`src/rtl/rbu_pkg.sv`:
```
package rbu_pkg;

  localparam logic [7:0] OP_ALWAYS = 8'h20;
  localparam logic [7:0] OP_NEVER  = 8'h21;
  localparam logic [7:0] OP_LOSAME = 8'h23;
  localparam logic [7:0] OP_CCLR   = 8'h24;
  localparam logic [7:0] OP_CSET   = 8'h25;
  localparam logic [7:0] OP_ZCLR   = 8'h26;
  localparam logic [7:0] OP_NCLR   = 8'h2A;
  localparam logic [7:0] OP_NSET   = 8'h2B;
  localparam logic [7:0] OP_ICLR   = 8'h2C;
  localparam logic [7:0] OP_ISET   = 8'h2D;
  localparam logic [7:0] OP_PINLO  = 8'h2E;
  localparam logic [7:0] OP_PINHI  = 8'h2F;
  localparam logic [7:0] OP_CALL   = 8'hAD;

  typedef enum logic [1:0] {
    K_ILLEGAL = 2'd0,
    K_BRANCH  = 2'd1,
    K_CALL    = 2'd2
  } kind_t;

  // flag snapshot, bit 3 down to bit 0
  typedef struct packed {
    logic i;
    logic n;
    logic z;
    logic c;
  } flags_t;

endpackage

```
`src/rtl/rbu_cond_decode.sv`:
```
module rbu_cond_decode
  import rbu_pkg::*;
(
  input  logic [7:0] opcode,
  input  flags_t     flags,
  input  logic       irq_lvl,
  output kind_t      kind,
  output logic       cond_met
);

  always_comb begin
    kind     = K_BRANCH;
    cond_met = 1'b0;
    case (opcode)
      OP_ALWAYS: cond_met = 1'b1;
      OP_NEVER:  cond_met = 1'b0;
      OP_LOSAME: cond_met = flags.c | flags.z;
      OP_CCLR:   cond_met = ~flags.c;
      OP_CSET:   cond_met = flags.c;
      OP_ZCLR:   cond_met = ~flags.z;
      OP_NCLR:   cond_met = ~flags.n;
      OP_NSET:   cond_met = flags.n;
      OP_ICLR:   cond_met = ~flags.i;
      OP_ISET:   cond_met = flags.i;
      OP_PINLO:  cond_met = ~irq_lvl;
      OP_PINHI:  cond_met = irq_lvl;
      OP_CALL: begin
        kind     = K_CALL;
        cond_met = 1'b1;
      end
      default:   kind = K_ILLEGAL;
    endcase
  end

endmodule

```
`src/rtl/rbu_target_calc.sv`:
```
module rbu_target_calc #(
  parameter int PC_W  = 16,
  parameter int OFF_W = 8,
  parameter int INSN_LEN = 2
) (
  input  logic [PC_W-1:0]  pc,
  input  logic [OFF_W-1:0] offset,
  output logic [PC_W-1:0]  ret_addr,
  output logic [PC_W-1:0]  target
);

  localparam int EXT_W = PC_W - OFF_W;

  logic [PC_W-1:0] off_ext;

  assign off_ext  = {{EXT_W{offset[OFF_W-1]}}, offset};
  assign ret_addr = pc + PC_W'(INSN_LEN);
  assign target   = ret_addr + off_ext;

endmodule

```
`src/rtl/rbu_seq.sv`:
```
module rbu_seq
  import rbu_pkg::*;
#(
  parameter int PC_W     = 16,
  parameter int SP_W     = 8,
  parameter int BYTE_W   = 8,
  parameter int BR_CYC   = 3,
  parameter int CALL_CYC = 6
) (
  input  logic              clk,
  input  logic              rst_n,
  input  logic              in_valid,
  output logic              in_ready,
  input  kind_t             kind,
  input  logic              cond_met,
  input  logic [PC_W-1:0]   pc,
  input  logic [PC_W-1:0]   ret_addr,
  input  logic [PC_W-1:0]   target,
  input  logic [SP_W-1:0]   sp_in,
  output logic              done,
  output logic [PC_W-1:0]   next_pc,
  output logic              taken,
  output logic              illegal,
  output logic [SP_W-1:0]   sp_out,
  output logic              stk_we,
  output logic [SP_W-1:0]   stk_addr,
  output logic [BYTE_W-1:0] stk_wdata
);

  localparam int CNT_W = $clog2(CALL_CYC);
  localparam logic [CNT_W-1:0] CNT_BR   = CNT_W'(BR_CYC - 1);
  localparam logic [CNT_W-1:0] CNT_CALL = CNT_W'(CALL_CYC - 1);
  localparam logic [CNT_W-1:0] CNT_LO   = CNT_W'(CALL_CYC - 2);
  localparam logic [CNT_W-1:0] CNT_HI   = CNT_W'(CALL_CYC - 3);
  localparam logic [CNT_W-1:0] CNT_ONE  = CNT_W'(1);

  logic             busy;
  logic [CNT_W-1:0] cnt;
  logic             call_r;
  logic [PC_W-1:0]  ret_r;
  logic [SP_W-1:0]  sp_r;
  logic             accept;
  logic             push_lo;
  logic             push_hi;

  assign in_ready = ~busy;
  assign accept   = in_valid & ~busy;
  assign push_lo  = busy & call_r & (cnt == CNT_LO);
  assign push_hi  = busy & call_r & (cnt == CNT_HI);

  assign stk_we    = push_lo | push_hi;
  assign stk_addr  = sp_r;
  assign stk_wdata = push_lo ? ret_r[BYTE_W-1:0] : ret_r[2*BYTE_W-1:BYTE_W];
  assign sp_out    = sp_r;

  always_ff @(posedge clk or negedge rst_n) begin
    if (!rst_n) begin
      busy    <= 1'b0;
      cnt     <= '0;
      call_r  <= 1'b0;
      ret_r   <= '0;
      sp_r    <= '0;
      done    <= 1'b0;
      next_pc <= '0;
      taken   <= 1'b0;
      illegal <= 1'b0;
    end else begin
      done <= 1'b0;
      if (accept) begin
        sp_r   <= sp_in;
        ret_r  <= ret_addr;
        call_r <= (kind == K_CALL);
        case (kind)
          K_BRANCH: begin
            busy    <= 1'b1;
            cnt     <= CNT_BR;
            next_pc <= cond_met ? target : ret_addr;
            taken   <= cond_met;
            illegal <= 1'b0;
          end
          K_CALL: begin
            busy    <= 1'b1;
            cnt     <= CNT_CALL;
            next_pc <= target;
            taken   <= 1'b1;
            illegal <= 1'b0;
          end
          default: begin
            done    <= 1'b1;
            next_pc <= pc;
            taken   <= 1'b0;
            illegal <= 1'b1;
          end
        endcase
      end else if (busy) begin
        cnt <= cnt - CNT_ONE;
        if (stk_we) sp_r <= sp_r - SP_W'(1);
        if (cnt == CNT_ONE) begin
          busy <= 1'b0;
          done <= 1'b1;
        end
      end
    end
  end

endmodule

```
`src/rtl/rel_branch_unit.sv`:
```
module rel_branch_unit
  import rbu_pkg::*;
#(
  parameter int PC_W  = 16,
  parameter int OFF_W = 8,
  parameter int SP_W  = 8
) (
  input  logic             clk,
  input  logic             rst_n,
  input  logic             in_valid,
  output logic             in_ready,
  input  logic [7:0]       in_opcode,
  input  logic [OFF_W-1:0] in_offset,
  input  logic [PC_W-1:0]  in_pc,
  input  logic [3:0]       in_ccr,
  input  logic             in_irq,
  input  logic [SP_W-1:0]  in_sp,
  output logic             done,
  output logic [PC_W-1:0]  next_pc,
  output logic             taken,
  output logic             illegal,
  output logic [SP_W-1:0]  sp_out,
  output logic             stk_we,
  output logic [SP_W-1:0]  stk_addr,
  output logic [7:0]       stk_wdata
);

  kind_t           kind;
  logic            cond_met;
  logic [PC_W-1:0] ret_addr;
  logic [PC_W-1:0] target;

  rbu_cond_decode u_dec (
    .opcode   (in_opcode),
    .flags    (flags_t'(in_ccr)),
    .irq_lvl  (in_irq),
    .kind     (kind),
    .cond_met (cond_met)
  );

  rbu_target_calc #(.PC_W(PC_W), .OFF_W(OFF_W), .INSN_LEN(2)) u_tgt (
    .pc       (in_pc),
    .offset   (in_offset),
    .ret_addr (ret_addr),
    .target   (target)
  );

  rbu_seq #(.PC_W(PC_W), .SP_W(SP_W), .BYTE_W(8), .BR_CYC(3), .CALL_CYC(6)) u_seq (
    .clk       (clk),
    .rst_n     (rst_n),
    .in_valid  (in_valid),
    .in_ready  (in_ready),
    .kind      (kind),
    .cond_met  (cond_met),
    .pc        (in_pc),
    .ret_addr  (ret_addr),
    .target    (target),
    .sp_in     (in_sp),
    .done      (done),
    .next_pc   (next_pc),
    .taken     (taken),
    .illegal   (illegal),
    .sp_out    (sp_out),
    .stk_we    (stk_we),
    .stk_addr  (stk_addr),
    .stk_wdata (stk_wdata)
  );

endmodule

```
`config.mk`:
```
export PLATFORM = sky130hd
export DESIGN_NAME = rel_branch_unit
export DESIGN_NICKNAME = d
export VERILOG_FILES = /design/src/rtl/rbu_pkg.sv /design/src/rtl/rbu_cond_decode.sv /design/src/rtl/rbu_target_calc.sv /design/src/rtl/rbu_seq.sv /design/src/rtl/rel_branch_unit.sv
export SDC_FILE = /design/constraint.sdc
export NUM_CORES = 1
export LEC_CHECK = 0
export ABC_AREA = 0
export ABC_CLOCK_PERIOD_IN_PS = 2800
export CAP_MARGIN = 5
export CORE_AREA = 2 2 113 115
export CTS_CLUSTER_SIZE = 20
export DETAILED_ROUTE_END_ITERATION = 7
export DIE_AREA = 0 0 115 117
export HOLD_SLACK_MARGIN = 0.03
export SLEW_MARGIN = 20
export SYNTH_ARGS = -nofsm -noshare
export SYNTH_HDL_FRONTEND = slang
export SYNTH_SLANG_ARGS = --single-unit
```
`constraint.sdc`:
```
create_clock -name clk -period 2.8 [get_ports clk]
set_input_delay 0.28 -clock clk [delete_from_list [all_inputs] [get_ports clk]]
set_output_delay 0.28 -clock clk [all_outputs]
set_load 0.1 [all_outputs]
```
* After elaboration in Yosys (flattened, before gate mapping)
Index checks and enable logic that the tools add are counted.
** Storage, ports and cells
- Input port bits :: 48
- Register bits after elaboration :: 48
** Cells by class
- Eq/ne operators :: 20
- Mux-type cells :: 20
- Add/subtract/negate cells :: 4
- Reduce and logical (&&, ||, !) cells :: 7
- Bitwise operators :: 12
** Operators by type and width (count)
- $eq A8 B6 Y1 const B :: 12
- $mux W8 :: 4
- $pmux W16 S2 :: 1
- $add A16 B16 Y16 :: 1
- $add A16 B2 Y16 const B :: 1
- $mux W16 :: 1
- $reduce_or A12 Y1 :: 1
- $pmux W1 S11 :: 1
- $eq A8 B8 Y1 const B :: 1
- $mux W1 :: 8
- $sub A8 B1 Y8 const B :: 1
- $mux W3 :: 2
- $not A1 Y1 :: 6
- $pmux W3 S2 :: 1
- $and A1 B1 Y1 :: 4
- $pmux W2 S2 :: 1
- $reduce_and A2 Y1 :: 2
- $reduce_bool A2 Y1 :: 2
- $reduce_or A2 Y1 :: 2
- $eq A3 B1 Y1 const B :: 1
- $eq A3 B2 Y1 const B :: 1
- $eq A3 B3 Y1 const B :: 1
- $ne A3 B3 Y1 const B :: 1
- $sub A3 B1 Y3 const B :: 1
- other kinds (5) :: 6

* Longest topological paths before layout
- Depth after elaboration :: 7
- Gate-level depth with buffers :: 13

* Modules after synthesis
A second synthesis with hierarchy kept.
** Second synthesis, totals
- Cell total of the unflattened synthesis :: 453
- Area, all modules :: 3941.3 µm²
** By module, submodules not included
- rbu_seq :: times used 1, seq. area each 1201.2 µm², cells each 290, area an instance 2656.3 µm²
- rbu_target_calc :: times used 1, seq. area each 0.0 µm², cells each 135, area an instance 1052.3 µm²
- rbu_cond_decode :: times used 1, seq. area each 0.0 µm², cells each 28, area an instance 232.7 µm²

* Worst setup path after synthesis
OpenSTA, ideal clock, no wires.
- Path kind :: input to register
- Start :: input port in_opcode[6]
- End :: register u_seq.next_pc[4]
- Required time :: 2.710 ns
- Buffers on the path :: 2
- Stages on the path :: 10
- Setup slack :: 0.186 ns
- Data arrival time :: 2.523 ns
- Cell sequence :: nor3b_1 > nand2_1 > a211o_1 > ha_1 > clkbuf_1 > nor3b_1 > nand2_1 > a311o_2 > buf_6 > o221ai_1
** On the way
- Longest elaborated chain between the ends :: 5
** RTL lines
- start: declaration :: line rel_branch_unit.sv:12 : input logic [7:0] in_opcode,
- $eq A8 B6 Y1 / $eq A8 B8 Y1 (equally long branches) :: line rbu_cond_decode.sv:14 : case (opcode)
- $reduce_or A12 Y1 (no source line) / $reduce_or A2 Y1 (equally long branches)
- $pmux W2 S2 / $pmux W1 S11 (equally long branches) :: line rbu_cond_decode.sv:14
- $eq A2 B2 Y1, or another cell as far along :: line rbu_seq.sv:73 : case (kind)
- $pmux W16 S2 * :: line rbu_seq.sv:73
- end signal: assignment :: line rbu_seq.sv:77 : next_pc <= cond_met ? target : ret_addr;
- end signal: assignment :: line rbu_seq.sv:84 : next_pc <= target;
- end signal: assignment :: line rbu_seq.sv:90 : next_pc <= pc;
- end: declaration :: line rbu_seq.sv:21 : output logic [PC_W-1:0] next_pc,
Mark *: on every way between the ends. The rest lies on a longest branch, timed or not.
A chain may end at the register's enable or synchronous reset.

* Final worst setup path
- Start :: input port in_pc[6]
- End :: register u_seq.next_pc[11]
** On the way
- Longest elaborated chain between the ends :: 4
** RTL lines
- start: declaration :: line rel_branch_unit.sv:14 : input logic [PC_W-1:0] in_pc,
- $add A16 B2 Y16 * :: line rbu_target_calc.sv:17 : assign ret_addr = pc + PC_W'(INSN_LEN);
- named net ret_addr[8] :: line rel_branch_unit.sv:30 : logic [PC_W-1:0] ret_addr;
- $add A16 B16 Y16 * :: line rbu_target_calc.sv:18 : assign target = ret_addr + off_ext;
- $mux W16 :: line rbu_seq.sv:77
- $pmux W16 S2 * :: line rbu_seq.sv:73
The timed path passes the listed nets; every way through them passes the cells marked *.

==> impl_metrics.tcl <==
set metrics [dict create \
    ys.flop_type "dfrtp_1" \
    holdWs_ps 469 \
    diodes 0 \
    fillers 1172 \
    syn_area_per_cell_sq_um 8.58 \
    async_flop_share_pct 100 \
    numClockSinks 48 \
    ff_latch_area_sq_um 1200 \
    dr.pass1.iters 5 \
    syn_nets 497 \
    die_area_sq_um 13500 \
    antenna_left 0 \
    p_seq_share_pct 24.7 \
    post-place-cells 717 \
    p_comb_share_pct 58.5 \
    die_y_um 117 \
    nNetsFinal 653 \
    vias 3770 \
    dpl-instance-area_sq_um 5150 \
    drc 0 \
    cts_max_path_buffers 2 \
    period_needed_ps 2690 \
    drv_slew 0 \
    min_to "u_seq.next_pc[4]$_DFFE_PN0P_" \
    final_cells 730 \
    hold_viol 0 \
    power_density_nw_per_um2 750 \
    pin_count 93 \
    fin_crit_sh_pct 96.0 \
    crit_required_ps 2950 \
    pwr-share-clk_pct 16.8 \
    min_path_cells 4 \
    ys_seq_area_share_pct 33.1 \
    maxCapViolCount 0 \
    drt_iter0_markers 284 \
    area_delta_synth_final_pct 53.9 \
    finalPower_mw 4.19 \
    fin_ws_ps 113 \
    cts_tree "yes" \
    synth_largest_area_cell "dfrtp_1" \
    syn_inst 423 \
    grt_pass1_wl_mm 18.4 \
    dp_slack_ps -596 \
    grt-ovfl-total 0 \
    muxShareOfSynthArea_pct 4.52 \
    yosys.area_share.simple_pct 17.3 \
    rows 41 \
    ys_warn_count 0 \
    synthAdderAreaFrac_pct 9.17 \
    status "finished clean" \
    wl_per_cell_um 15.9 \
    rrSetupSlack_ps 580 \
    p_leak_nw 2.62 \
    r2r-start "u_seq.cnt[0]$_DFFE_PN0P_" \
    numPortBuffers 92 \
    cts-root-buf "clkbuf_16" \
    internal_power_mw 2.03 \
    critPathMaxFanout 5 \
    synth.most_common_cell "nand2_1" \
    slew_headroom_pct 50.2 \
    synth_xor_area_share_pct 8.21 \
    htreeDepth 2 \
    first_global_vias 3742 \
    cpMostUsedCell "nor2_1" \
    min-delay-start "in_pc[4]" \
    wirelength_mm 11.6 \
    initial_core_util_pct 29.5 \
    die_x_um 115 \
    fin_tns_setup_ps 0 \
    final_util_pct 45.3 \
    grt_use_total_pct 17.2 \
    coreArea_sq_um 12300 \
    synth_commonest_cells "53 x nand2_1, 48 x dfrtp_1, 34 x o21ai_0, 30 x inv_1, 28 x a21oi_1" \
    multi_input_area_sq_um 2400 \
    yosys.area.top_type_share_pct 33.1 \
    clkLatencyLatePin_ps 290 \
    crit_path_cell_trace "clkdlybuf4s50_1 -> buf_4 -> nand3_4 -> xor2_2 -> inv_2 -> ha_1 -> a211oi_1 -> nor2_1 -> nor2_1 -> o21ai_0 -> xnor2_1 -> o221ai_1" \
    rr_endpoint "u_seq.sp_out[5]$_DFFE_PN0P_" \
    max_freq_mhz 372 \
    design_area_sq_um 5580 \
    antenna_found_initial 0 \
    drive_gt1_share_pct 31.9 \
    netSwitchingFraction_pct 51.6 \
    cp_slowest_stage_delay_ps 600 \
    peakVddDrop_v 0.000373 \
    crit_path_end_kind "flip-flop" \
    viasPerCell 5.16 \
    cts_buffers 5 \
    arrival_ps 2840 \
    synth.area.top_cells "dfrtp_1 33%, ha_1 8.6%, nand2_1 5.5%" \
    synth_edf_count 0 \
    dp_hpwl_mm 9.05 \
    synth-seq-cells 48 \
    synth_compound_area_share_pct 20.5 \
    reg2regPathDepth 8 \
    min_path_type "in -> reg" \
    critPathLaunchType "input pin" \
    netlist_area_sq_um 3630 \
    gp_congestion 0.950 \
    worstMarginPinSlew_ps 745 \
    power.switching_mw 2.16 \
    synth_top_family_by_area "compound AO/OA/AOI/OAI gates" \
    synth_cell_types 52 \
    grt_max_degree 39 \
    path_clk_slew_ps 70 \
    setup_viol 0 \
    worstSetupPathType "in -> reg" \
    skew_ps 7.43 \
    critPathSlowestCell "clkdlybuf4s50_1" \
]
## worst max-delay path: cells and delay by family
kind,cells,cell delay [ps]
XOR/XNOR,2,480
AO/OA/AOI/OAI,3,540
AND/OR/NAND/NOR,3,340
adder cells (fa/ha/maj),1,290
buffers and inverters,3,900
## power by group through the flow
| stage | Sequential [mW] | Clock (mW) | Combinational, mW |
|---|---|---|---|
| finish | 1.04 | 0.702 | 2.45 |
| detailed placement | 1.05 | 0 | 2.41 |
| global placement | 1.04 | 0 | 2.39 |
| floorplan | 1.68 | 0 | 1.07 |
| global route | 1.06 | 0.739 | 2.60 |
| CTS | 1.04 | 0.714 | 2.43 |
## layout by cell type, fill, tap and decap left out, drive strengths merged, types with 3 or more instances in the layout
master         count
a21oi             28
buf              125
a21o               6
nor3               4
o21ai             34
nand3              9
o211ai             6
o221ai            12
clkbuf             5
dlymetal6s2s       4
ha                25
clkdlybuf4s50     40
nor2b              6
or3                3
nor2              26
nand2             53
inv               31
dfrtp             48
nor3b              3
a31oi              3
xor2              17
nand2b             3
mux2i              4
o21bai             3
mux2               9
xnor2             17
and2               3
and3              14
a211oi             4
## flip-flops by register name, indices dropped and copies added, names as in the netlist
register       flops
u_seq.busy         1
u_seq.call_r       1
u_seq.cnt          3
u_seq.done         1
u_seq.illegal      1
u_seq.next_pc     16
u_seq.ret_r       16
u_seq.sp_out       8
u_seq.taken        1
## kinds of logic after synthesis
| kind of cell | after synthesis |
|---|---|
| compound gates | 115 |
| xor+xnor | 34 |
| fa+ha+maj | 26 |
| buf+inv | 54 |
| flops | 48 |
| mux | 14 |
| simple gates | 132 |
## per-layer routing
metal  part of all wire, %  track usage, %  up-vias
met3                   5.8            2.63       35
met4                   4.3            7.39        0
li1                      -               -     1808
met2                    48            28.5      170
met1                    42            22.3     1757
met5                     0               0        -
## how the worst max path moves through the flow
stage	start	depth (start not counted)	end
2_1_floorplan	in_opcode[6]	10	u_seq.next_pc[4]$_DFFE_PN0P_
3_3_place_gp	in_pc[1]	13	u_seq.next_pc[12]$_DFFE_PN0P_
3_5_place_dp	in_pc[1]	13	u_seq.next_pc[12]$_DFFE_PN0P_
4_1_cts	in_opcode[2]	10	u_seq.next_pc[0]$_DFFE_PN0P_
5_1_grt	in_opcode[5]	11	u_seq.next_pc[0]$_DFFE_PN0P_
6_report	in_pc[6]	12	u_seq.next_pc[11]$_DFFE_PN0P_
## what timing repair did
action,CTS,global route
setup buffers,1,2
gates cloned,0,1
resized for setup,19,29
endpoints found under the hold margin,22,0
setup endpoints to repair,12,15
hold buffers,1,0
pin swaps,9,14
## cell type report
cell class | instances | area share (%)
multi-input cells | 322 | 42.9
well taps | 150 | 3.36
clock inverters | 3 | 0.829
flip-flops and latches | 48 | 21.5
repair buffers | 172 | 27.1
clock buffers | 5 | 2.24
inverters | 30 | 2.02
Note: power is estimated with default switching activity, not from simulation.
